### src/rtl/vend_pkg.sv
package vend_pkg;

    // Coin strobe code: bit 0 small coin, bit 1 large coin
    typedef enum logic [1:0] {
        COIN_NONE  = 2'b00,
        COIN_LOW   = 2'b01,
        COIN_HIGH  = 2'b10,
        COIN_CLASH = 2'b11
    } coin_e;

    // Add a number of steps to the credit, clamped at the price
    function automatic int unsigned credit_after(input int unsigned cur,
                                                 input int unsigned add,
                                                 input int unsigned cap);
        int unsigned sum;
        sum = cur + add;
        return (sum >= cap) ? cap : sum;
    endfunction

endpackage

### src/rtl/vend_coin_decode.sv
module vend_coin_decode
    import vend_pkg::*;
(
    input  logic  low_i,
    input  logic  high_i,
    output coin_e coin_o
);
    always_comb begin
        unique case ({high_i, low_i})
            2'b01:   coin_o = COIN_LOW;
            2'b10:   coin_o = COIN_HIGH;
            2'b11:   coin_o = COIN_CLASH;
            default: coin_o = COIN_NONE;
        endcase
    end
endmodule

### src/rtl/vend_credit_reg.sv
module vend_credit_reg
    import vend_pkg::*;
#(
    parameter int LOW_STEPS   = 1,
    parameter int HIGH_STEPS  = 2,
    parameter int PRICE_STEPS = 3,
    parameter int CW          = 2
) (
    input  logic          clk,
    input  logic          rst,
    input  coin_e         coin_i,
    output logic [CW-1:0] credit_o
);
    localparam logic [CW-1:0] FULL = CW'(PRICE_STEPS);

    logic [CW-1:0] credit_q;
    logic [CW-1:0] credit_d;
    logic [31:0]   cur_wide;

    assign cur_wide = {{(32-CW){1'b0}}, credit_q};

    always_comb begin
        credit_d = credit_q;
        if (credit_q == FULL) begin
            // one release cycle, then start over; strobes here are dropped
            credit_d = '0;
        end else begin
            unique case (coin_i)
                COIN_LOW:  credit_d = CW'(credit_after(cur_wide, LOW_STEPS, PRICE_STEPS));
                COIN_HIGH: credit_d = CW'(credit_after(cur_wide, HIGH_STEPS, PRICE_STEPS));
                default:   credit_d = credit_q;
            endcase
        end
    end

    always_ff @(posedge clk) begin
        if (rst) credit_q <= '0;
        else     credit_q <= credit_d;
    end

    assign credit_o = credit_q;
endmodule

### src/rtl/vend_open_decode.sv
module vend_open_decode #(
    parameter int PRICE_STEPS = 3,
    parameter int CW          = 2
) (
    input  logic [CW-1:0] credit_i,
    output logic          open_o
);
    localparam logic [CW-1:0] FULL = CW'(PRICE_STEPS);

    assign open_o = (credit_i == FULL);
endmodule

### src/rtl/vend_ctrl.sv
module vend_ctrl
    import vend_pkg::*;
#(
    parameter int LOW_STEPS   = 1,
    parameter int HIGH_STEPS  = 2,
    parameter int PRICE_STEPS = 3
) (
    input  logic clk,
    input  logic rst,
    input  logic nickel_i,
    input  logic dime_i,
    output logic open_o
);
    localparam int CW = $clog2(PRICE_STEPS + 1);

    coin_e         coin;
    logic [CW-1:0] credit_q;

    vend_coin_decode u_decode (
        .low_i  (nickel_i),
        .high_i (dime_i),
        .coin_o (coin)
    );

    vend_credit_reg #(
        .LOW_STEPS   (LOW_STEPS),
        .HIGH_STEPS  (HIGH_STEPS),
        .PRICE_STEPS (PRICE_STEPS),
        .CW          (CW)
    ) u_credit (
        .clk      (clk),
        .rst      (rst),
        .coin_i   (coin),
        .credit_o (credit_q)
    );

    vend_open_decode #(
        .PRICE_STEPS (PRICE_STEPS),
        .CW          (CW)
    ) u_open (
        .credit_i (credit_q),
        .open_o   (open_o)
    );
endmodule

### config.mk
export PLATFORM = sky130hd
export DESIGN_NAME = vend_ctrl
export DESIGN_NICKNAME = d
export VERILOG_FILES = /design/src/rtl/vend_pkg.sv /design/src/rtl/vend_coin_decode.sv /design/src/rtl/vend_credit_reg.sv /design/src/rtl/vend_open_decode.sv /design/src/rtl/vend_ctrl.sv
export SDC_FILE = /design/constraint.sdc
export NUM_CORES = 1
export LEC_CHECK = 0
export ABC_AREA = 1
export BUFFER_PORTS_ARGS = -buffer_cell sky130_fd_sc_hd__buf_2
export CAP_MARGIN = 20
export CORE_AREA = 3 3 40 42
export CTS_CLUSTER_SIZE = 14
export DETAILED_ROUTE_END_ITERATION = 16
export DIE_AREA = 0 0 43 45
export PLACE_DENSITY = 0.3
export SLEW_MARGIN = 20
export SYNTH_ARGS = -nofsm -noshare
export SYNTH_HDL_FRONTEND = slang
export SYNTH_SLANG_ARGS = --single-unit
### constraint.sdc
create_clock -name clk -period 0.8 [get_ports clk]
set_input_delay 0.08 -clock clk [delete_from_list [all_inputs] [get_ports clk]]
set_output_delay 0.08 -clock clk [all_outputs]
set_load 0.01 [all_outputs]
After elaboration in Yosys (flattened, before gate mapping)
Index checks and enable logic that the tools add are counted.
{"block": "classes", "n_addsub": 2, "order_cmp": 2, "eq_ne": 6, "muxes": 4, "reduce_logical": 2}
{"operator": "$eq A2 B2 Y1 const B", "n": 4}
{"operator": "$ge A3 B2 Y1 const B", "n": 2}
{"operator": "$pmux W2 S3", "n": 1}
{"operator": "$eq A2 B1 Y1 const B", "n": 2}
{"operator": "$mux W2", "n": 2}
{"operator": "$pmux W2 S2", "n": 1}
{"operator": "$add A2 B1 Y3 const B", "n": 1}
{"operator": "$add A2 B2 Y3 const B", "n": 1}
{"operator": "$reduce_bool A2 Y1", "n": 1}
{"operator": "$reduce_or A2 Y1", "n": 1}
{"block": "word_totals", "ff_bits": 2, "output_inout_bits": 1}

Logic depth before layout (Yosys ltp)
Gate-level depths: netlist of run 1.
{"block": "depth", "depth_word": 4, "depth_mapped": 8, "depth_no_buf": 8}

By module
Synthesis of run 1 repeated with hierarchy kept, for this count alone.
{"block": "unflattened", "hier_cells": 22, "hier_area_um2": 142.6}
{"mod": "vend_credit_reg", "instances": 1, "cells_per_inst": 18, "area_per_inst_um2": 127.6, "seq_area_each_um2": 40.0}
{"mod": "vend_coin_decode", "instances": 1, "cells_per_inst": 2, "area_per_inst_um2": 7.5, "seq_area_each_um2": 0.0}
{"mod": "vend_open_decode", "instances": 1, "cells_per_inst": 2, "area_per_inst_um2": 7.5, "seq_area_each_um2": 0.0}

Worst setup path before layout of run 1
No wires, ideal clock.
{"block": "synth_path", "path_type": "reg-to-reg", "from": "reg u_credit.credit_q[0], in the netlist u_credit.credit_o[0]", "to": "reg u_credit.credit_q[1], in the netlist u_credit.credit_o[1]", "setup_ns": 0.115, "arrival_time_ns": 0.647, "required_time_ns": 0.685, "slack_ns": 0.038, "path_stages_with_launch": 5, "path_buffers": 0, "synth_period_minus_slack_ns": 0.762, "cell_sequence": "dfxtp_1 -> nand2_1 -> inv_1 -> nor2_2 -> o21a_1"}
{"element": "from (decl)", "line": "vend_credit_reg.sv:16", "text": "logic [CW-1:0] credit_q;"}
{"element": "from (signal assigned)", "line": "vend_credit_reg.sv:38", "text": "else credit_q <= credit_d;"}
{"element": "$eq A2 B2 Y1"}
{"element": "via open_o", "line": "vend_ctrl.sv:12", "text": "output logic open_o"}
{"element": "$reduce_or A2 Y1 (no line)"}
The timed path passes the listed nets, and every way through them passes these cells.
A chain may end at the register's enable or synchronous reset.

Final worst setup path of run 1
{"block": "layout_path", "from": "reg u_credit.credit_q[0], in the netlist u_credit.credit_o[0]", "to": "reg u_credit.credit_q[1], in the netlist u_credit.credit_o[1]"}
{"block": "layout_between", "elab_chain_len": 4}
{"element": "$add A2 B2 Y3 or $add A2 B1 Y3 (tied branches)", "line": "vend_pkg.sv:16", "text": "sum = cur + add;"}
{"element": "$ge A3 B2 Y1", "line": "vend_pkg.sv:17", "text": "return (sum >= cap) ? cap : sum;"}
{"element": "$mux W2", "line": "vend_pkg.sv:17"}
{"element": "$pmux W2 S2", "line": "vend_credit_reg.sv:28", "text": "unique case (coin_i)"}
Several ways; a longest one is shown, not always the timed one.

==> results of run 1 <==
-- worst max-delay path, stage by stage (launching register included) --
cell and delay [ns]:
sky130_fd_sc_hd__dfxtp_2 0.32, sky130_fd_sc_hd__buf_4 0.14, sky130_fd_sc_hd__nor2_4 0.07, sky130_fd_sc_hd__nor2_1 0.05, sky130_fd_sc_hd__o21a_1 0.16
-- cell usage in the layout, fill, tap and decap left out --
cell                       n
sky130_fd_sc_hd__o21ai_0   1
sky130_fd_sc_hd__o21a_1    1
sky130_fd_sc_hd__nand2_1   4
sky130_fd_sc_hd__nor2_1    1
sky130_fd_sc_hd__dfxtp_2   2
sky130_fd_sc_hd__nor2_2    1
sky130_fd_sc_hd__inv_1     4
sky130_fd_sc_hd__buf_6     1
sky130_fd_sc_hd__buf_2     3
sky130_fd_sc_hd__clkbuf_4  3
sky130_fd_sc_hd__inv_2     1
sky130_fd_sc_hd__nand2_2   1
sky130_fd_sc_hd__buf_4     3
sky130_fd_sc_hd__ha_1      2
sky130_fd_sc_hd__nand3_1   1
sky130_fd_sc_hd__nor2_4    1
-- path summary, 6_finish.rpt --
path	startpoint	cells past startpoint	slack (ns)	end
setup / recovery	u_credit.credit_o[0]	4	-0.05	u_credit.credit_o[1]
hold / removal	rst	4	0.1	u_credit.credit_o[0]
setup reg to reg	u_credit.credit_o[0]	4	-0.05	u_credit.credit_o[1]
hold reg to reg	u_credit.credit_o[1]	2	0.57	u_credit.credit_o[1]
-- cell families after synthesis --
kind of cell / share of synthesized area
compound gates: 0.0917
simple gates: 0.294
buf+inv: 0.138
fa+ha+maj: 0.183
flops: 0.294
-- stage by stage --
step | worst slack (ns) | cells | area (sq um)
after floorplan | 0.0383 | 20 | 136
after global placement | -0.0563 | 39 | 175
after detailed placement | -0.0780 | 39 | 175
after CTS | -0.0497 | 44 | 229
after global routing | -0.0939 | 45 | 236
final | -0.0451 | 45 | 236
-- per-layer routing --
layer / vias to the layer above / share of wire / routed length, microns / track usage
met5: - / 0 / 0 / 0
met4: 0 / 0.033 / 11 / 0.0723
met3: 2 / 0.12 / 40 / 0.0398
met2: 8 / 0.44 / 146 / 0.0689
met1: 66 / 0.41 / 135 / 0.0432
li1: 80 / - / - / -
-- power breakdown --
part / leakage (uW) / total (uW) / switching (uW) / internal, uW
registers: 0.0000172 / 121 / 8.10 / 113
clock network: 0.0000138 / 226 / 60.7 / 166
logic: 0.000102 / 80.1 / 36.6 / 43.5
-- timing repair --
item | CTS | global route
pin swaps | 1 | 0
hold endpoints to repair | 0 | 0
setup buffers | 2 | 1
gates resized for setup | 6 | 0
endpoints found under the setup margin | 1 | 3
cloned | 0 | 0
-- cell type report --
class | instances | area [sq um]
Clock buffer | 3 | 22.5
Multi-Input combinational cell | 13 | 85.1
Fill cell | 146 | 1050
Sequential cell | 2 | 42.5
Timing Repair Buffer | 7 | 48.8
Inverter | 5 | 18.8
Tap cell | 15 | 18.8
==> results.yml, run 1 <==
outcome:
  outcome: "finished with violations"
  failing_checks: "setup timing"
die:
  pin_count: 5
  row_count: 13
  initial_utilization: 0.106
  design.die.area_sq_mm: 0.00194
  core_area_sq_mm: 0.00128
  die_height_microns: 45
  die_width_microns: 43
timing:
  setup-violations-final: 3
  worst_slack_ns: -0.0451
  whs_ns: 0.0994
  maxSlewViolCount: 0
  ratio_of_final_minimum_period_to_clock_period: 1.06
  slew_at_the_pin_closest_to_its_max_slew_limit_ns: 0.174
  clock.fmax_mhz: 1180
  minimum_period_implied_by_the_final_worst_setup_slack_ns: 0.845
  timing.clock.skew_ns: 0.00108
  worst_slew_margin_rel: 0.884
  grt_setup_unrepaired: "true"
  report.final.hold_viol_count: 0
  finalSetupTns_ns: -0.110
cts:
  ctsRootBufferMaster: "sky130_fd_sc_hd__clkbuf_4"
  cts.reportedPaths.clkPinSlew_ns: 0.03
  insertion_delay_ns: 0.23
  cts_max_level: 1
  cts.sink_count: 2
  cts_max_path_buffers: 2
  cts_tree: "yes"
  cts_hold_buffers: 0
  cts_made_buffers: 3
place:
  finalWeightedCongestion: 0.550
  dp.final_hpwl_microns: 190
  port-buffer-count: 4
worst_setup_path:
  timing.critical_path.from_type: "flip-flop"
  worst-endpoint-required_ns: 0.91
  end_kind: "flip-flop"
  timing.critical_path.arrival_ns: 0.96
  worstSetupPathType: "flip-flop to flip-flop"
  maximum_fanout_count_along_the_critical_path: 3
routing:
  firstDrtPassIters: 2
  initialDrtViolationCount: 7
  postRouteAntennaNets: 0
  route.vias.total: 156
  wirelength_microns: 333
  wire_per_inst_microns: 7.40
  viasPerCell: 3.47
  drt_drc_violations_left: 0
cells_and_area:
  design.final.nets: 38
  final_core_utilization: 0.184
  num_antenna_cells: 0
  flip_flop_count_of_the_largest_register_after_layout: 2
  synthToLayoutAreaGrowth_pct: 73.4
  drive_gt1_frac: 0.533
synthesis:
  synthTopCellsByArea: "sky130_fd_sc_hd__dfxtp_1 29%, sky130_fd_sc_hd__ha_1 18%, sky130_fd_sc_hd__inv_1 14%, sky130_fd_sc_hd__nand2_1 14%, sky130_fd_sc_hd__nor2_2 9.2%"
  netlist.top_cell.by_area: "sky130_fd_sc_hd__dfxtp_1"
  synth_seq_cells: 2
  synthCells: 20
  synth.yosys.warnings: 0
  synth_ff_type: "sky130_fd_sc_hd__dfxtp_1"
  post_synth.cell_area_avg_sq_um: 6.82
  synth_async_sr_flop_share: 0
  synth.distinct_cells: 9
  ys_seq_area_frac: 0.294
  synth_fp_nets: 26
  synth-edff-count: 0
  post_syn_area_sq_um: 136
  synth_top_area_frac: 0.294
  yosys-top-cells-count: "5 x sky130_fd_sc_hd__inv_1, 5 x sky130_fd_sc_hd__nand2_1, 2 x sky130_fd_sc_hd__dfxtp_1, 2 x sky130_fd_sc_hd__ha_1, 2 x sky130_fd_sc_hd__nor2_2"
pwr:
  power.static_leakage_uw: 0.000133
  irDropWorstVdd_v: 0.000644
  p_total_uw: 428
  power_density_over_cell_area_mw_per_mm2: 1810
grt:
  grt_first_pass_wirelength_microns: 669
  grt_max_degree: 4
  grt_usage: 0.0524
  vias_in_the_first_global_route: 183
  grt-ovfl-total: 0
  grt_antenna_before_repair: 0
flow_run:
  cap_violations: 0
min_path:
  min-delay-path-class: "primary input to flip-flop"
(Power assumes the default switching activity.)
==> run 2, diff against run 1 <==
--- a/config.mk
+++ b/config.mk
@@ -13,6 +13,7 @@
 export DETAILED_ROUTE_END_ITERATION = 16
 export DIE_AREA = 0 0 43 45
 export PLACE_DENSITY = 0.3
+export SETUP_SLACK_MARGIN = 0.05
 export SLEW_MARGIN = 20
 export SYNTH_ARGS = -nofsm -noshare
 export SYNTH_HDL_FRONTEND = slang
==> run 2 against run 1 <==
The flow still finishes with violations (setup timing). Clock skew up 0.00089 ns. Largest cell class unchanged. Register-to-register slack better by 0.05 ns. Power down 4.1%. Sequential power about the same. Worst setup slack worse by 0.016 ns. Global-route usage down 0.58 points. Critical path type is now flip-flop to output port. Maximum frequency down 1.9%.
==> results.yml, run 2 (synthesis gave the netlist of run 1 again) <==
outcome:
  outcome: "finished with violations"
  failing_checks: "setup timing"
place:
  port-buffer-count: 4
  preCtsSetupSlack_ns: -0.0740
  finalWeightedCongestion: 0.550
worst_setup_path:
  timing.critical_path.slowest_cell_delay_ns: 0.34
  timing.critical_path.arrival_ns: 0.78
  timing.critical_path.from_type: "flip-flop"
  end_kind: "output port"
  cp_slowest_cell: "sky130_fd_sc_hd__dfxtp_2"
  worst-endpoint-required_ns: 0.72
  maximum_fanout_count_along_the_critical_path: 4
  worstSetupPathType: "flip-flop to output port"
  timing.rr.start: "u_credit.credit_o[0]"
  timing.critical_path.from: "u_credit.credit_o[0]"
  cp_cell_sequence: "nand2_2, inv_2, buf_6"
grt:
  grt-ovfl-total: 0
  grt_first_pass_wirelength_microns: 593
  vias_in_the_first_global_route: 162
  grt_antenna_before_repair: 0
  grt_max_degree: 5
  grt_usage: 0.0466
cts:
  cts_hold_buffers: 0
  cts_made_buffers: 3
  insertion_delay_ns: 0.22
  cts_tree: "yes"
  cts_max_level: 1
  cts_max_path_buffers: 2
  cts.reportedPaths.clkPinSlew_ns: 0.03
  ctsRootBufferMaster: "sky130_fd_sc_hd__clkbuf_4"
  cts.sink_count: 2
die:
  design.die.area_sq_mm: 0.00194
  die_width_microns: 43
  row_count: 13
  core_area_sq_mm: 0.00128
  die_height_microns: 45
  pin_count: 5
  initial_utilization: 0.106
routing:
  initialDrtViolationCount: 5
  wire_per_inst_microns: 6.74
  wirelength_microns: 290
  drt_drc_violations_left: 0
  viasPerCell: 3.30
  postRouteAntennaNets: 0
  firstDrtPassIters: 2
  route.vias.total: 142
cells_and_area:
  design.final.nets: 36
  final_cell_mix: "4 x sky130_fd_sc_hd__inv_1, 4 x sky130_fd_sc_hd__nand2_1, 3 x sky130_fd_sc_hd__clkbuf_4, 3 x sky130_fd_sc_hd__buf_2"
  nFillCells: 150
  flip_flop_count_of_the_largest_register_after_layout: 2
  num_antenna_cells: 0
  drive_gt1_frac: 0.500
  total_area_of_multi_input_combinational_cells_sq_um: 85.1
  synthToLayoutAreaGrowth_pct: 62.4
  sequential_cell_area_sq_um: 42.5
min_path:
  min-delay-path-class: "primary input to flip-flop"
  hold_start: "rst"
timing:
  clock.fmax_mhz: 1160
  grt_setup_unrepaired: "true"
  maxSlewViolCount: 0
  worst_slew_margin_rel: 0.913
  timing.clock.skew_ns: 0.00198
  report.final.hold_viol_count: 0
  worst_slack_ns: -0.0612
  minimum_period_implied_by_the_final_worst_setup_slack_ns: 0.861
  ratio_of_final_minimum_period_to_clock_period: 1.08
  finalSetupTns_ns: -0.0650
  setup-violations-final: 2
  whs_ns: 0.122
  slew_at_the_pin_closest_to_its_max_slew_limit_ns: 0.130
pwr:
  irDropWorstVdd_v: 0.000548
  power_density_over_cell_area_mw_per_mm2: 1850
  power.static_leakage_uw: 0.000122
flow_run:
  cap_violations: 0
==> run 2: final cells by class <==
cell class              count  share of cell area
clock buffers               3               0.102
repair buffers              5               0.153
well taps                  15              0.0847
flip-flops and latches      2               0.192
multi-input cells          13               0.384
inverters                   5              0.0847
==> run 2: final timing paths <==
path	endpoint	slack, ns	cells after the start
setup / recovery	open_o	-0.06	3
hold reg to reg	u_credit.credit_o[1]	0.49	1
setup reg to reg	u_credit.credit_o[1]	0	5
hold / removal	u_credit.credit_o[0]	0.12	4
==> run 2: metrics by stage <==
stage	util	area [sq um]	total power (uW)	cells
final	0.172	221	410	43
after detailed placement	0.136	175	175	39
after global routing	0.172	221	443	43
after floorplan	-	136	157	20
after CTS	0.170	219	426	43
after global placement	0.136	175	172	39
==> run 2: power by group <==
part / switching, uW / internal (uW) / leakage [uW] / total [uW]
Clock: 59.4 / 166 / 0.0000138 / 225
Sequential: 9.97 / 113 / 0.0000172 / 123
Combinational: 30.3 / 31.6 / 0.0000908 / 61.9
==> run 2: metal layers <==
layer	up-vias	wire, microns	global-route usage
met5	-	0	0
li1	75	-	-
met3	2	30	0.0239
met4	0	12	0.0723
met2	7	115	0.0569
met1	58	133	0.0456
==> run 2: critical path, delay by kind of cell, from the launching register on <==
kind          cells  cell delay, ns
simple gates      1            0.05
buf+inv           2            0.15
flops             1            0.34
==> run 2: repair_timing <==
item	CTS	global route
buffers inserted	1	0
setup endpoints to repair	3	3
gates resized for setup	4	1
hold endpoints to repair	0	0
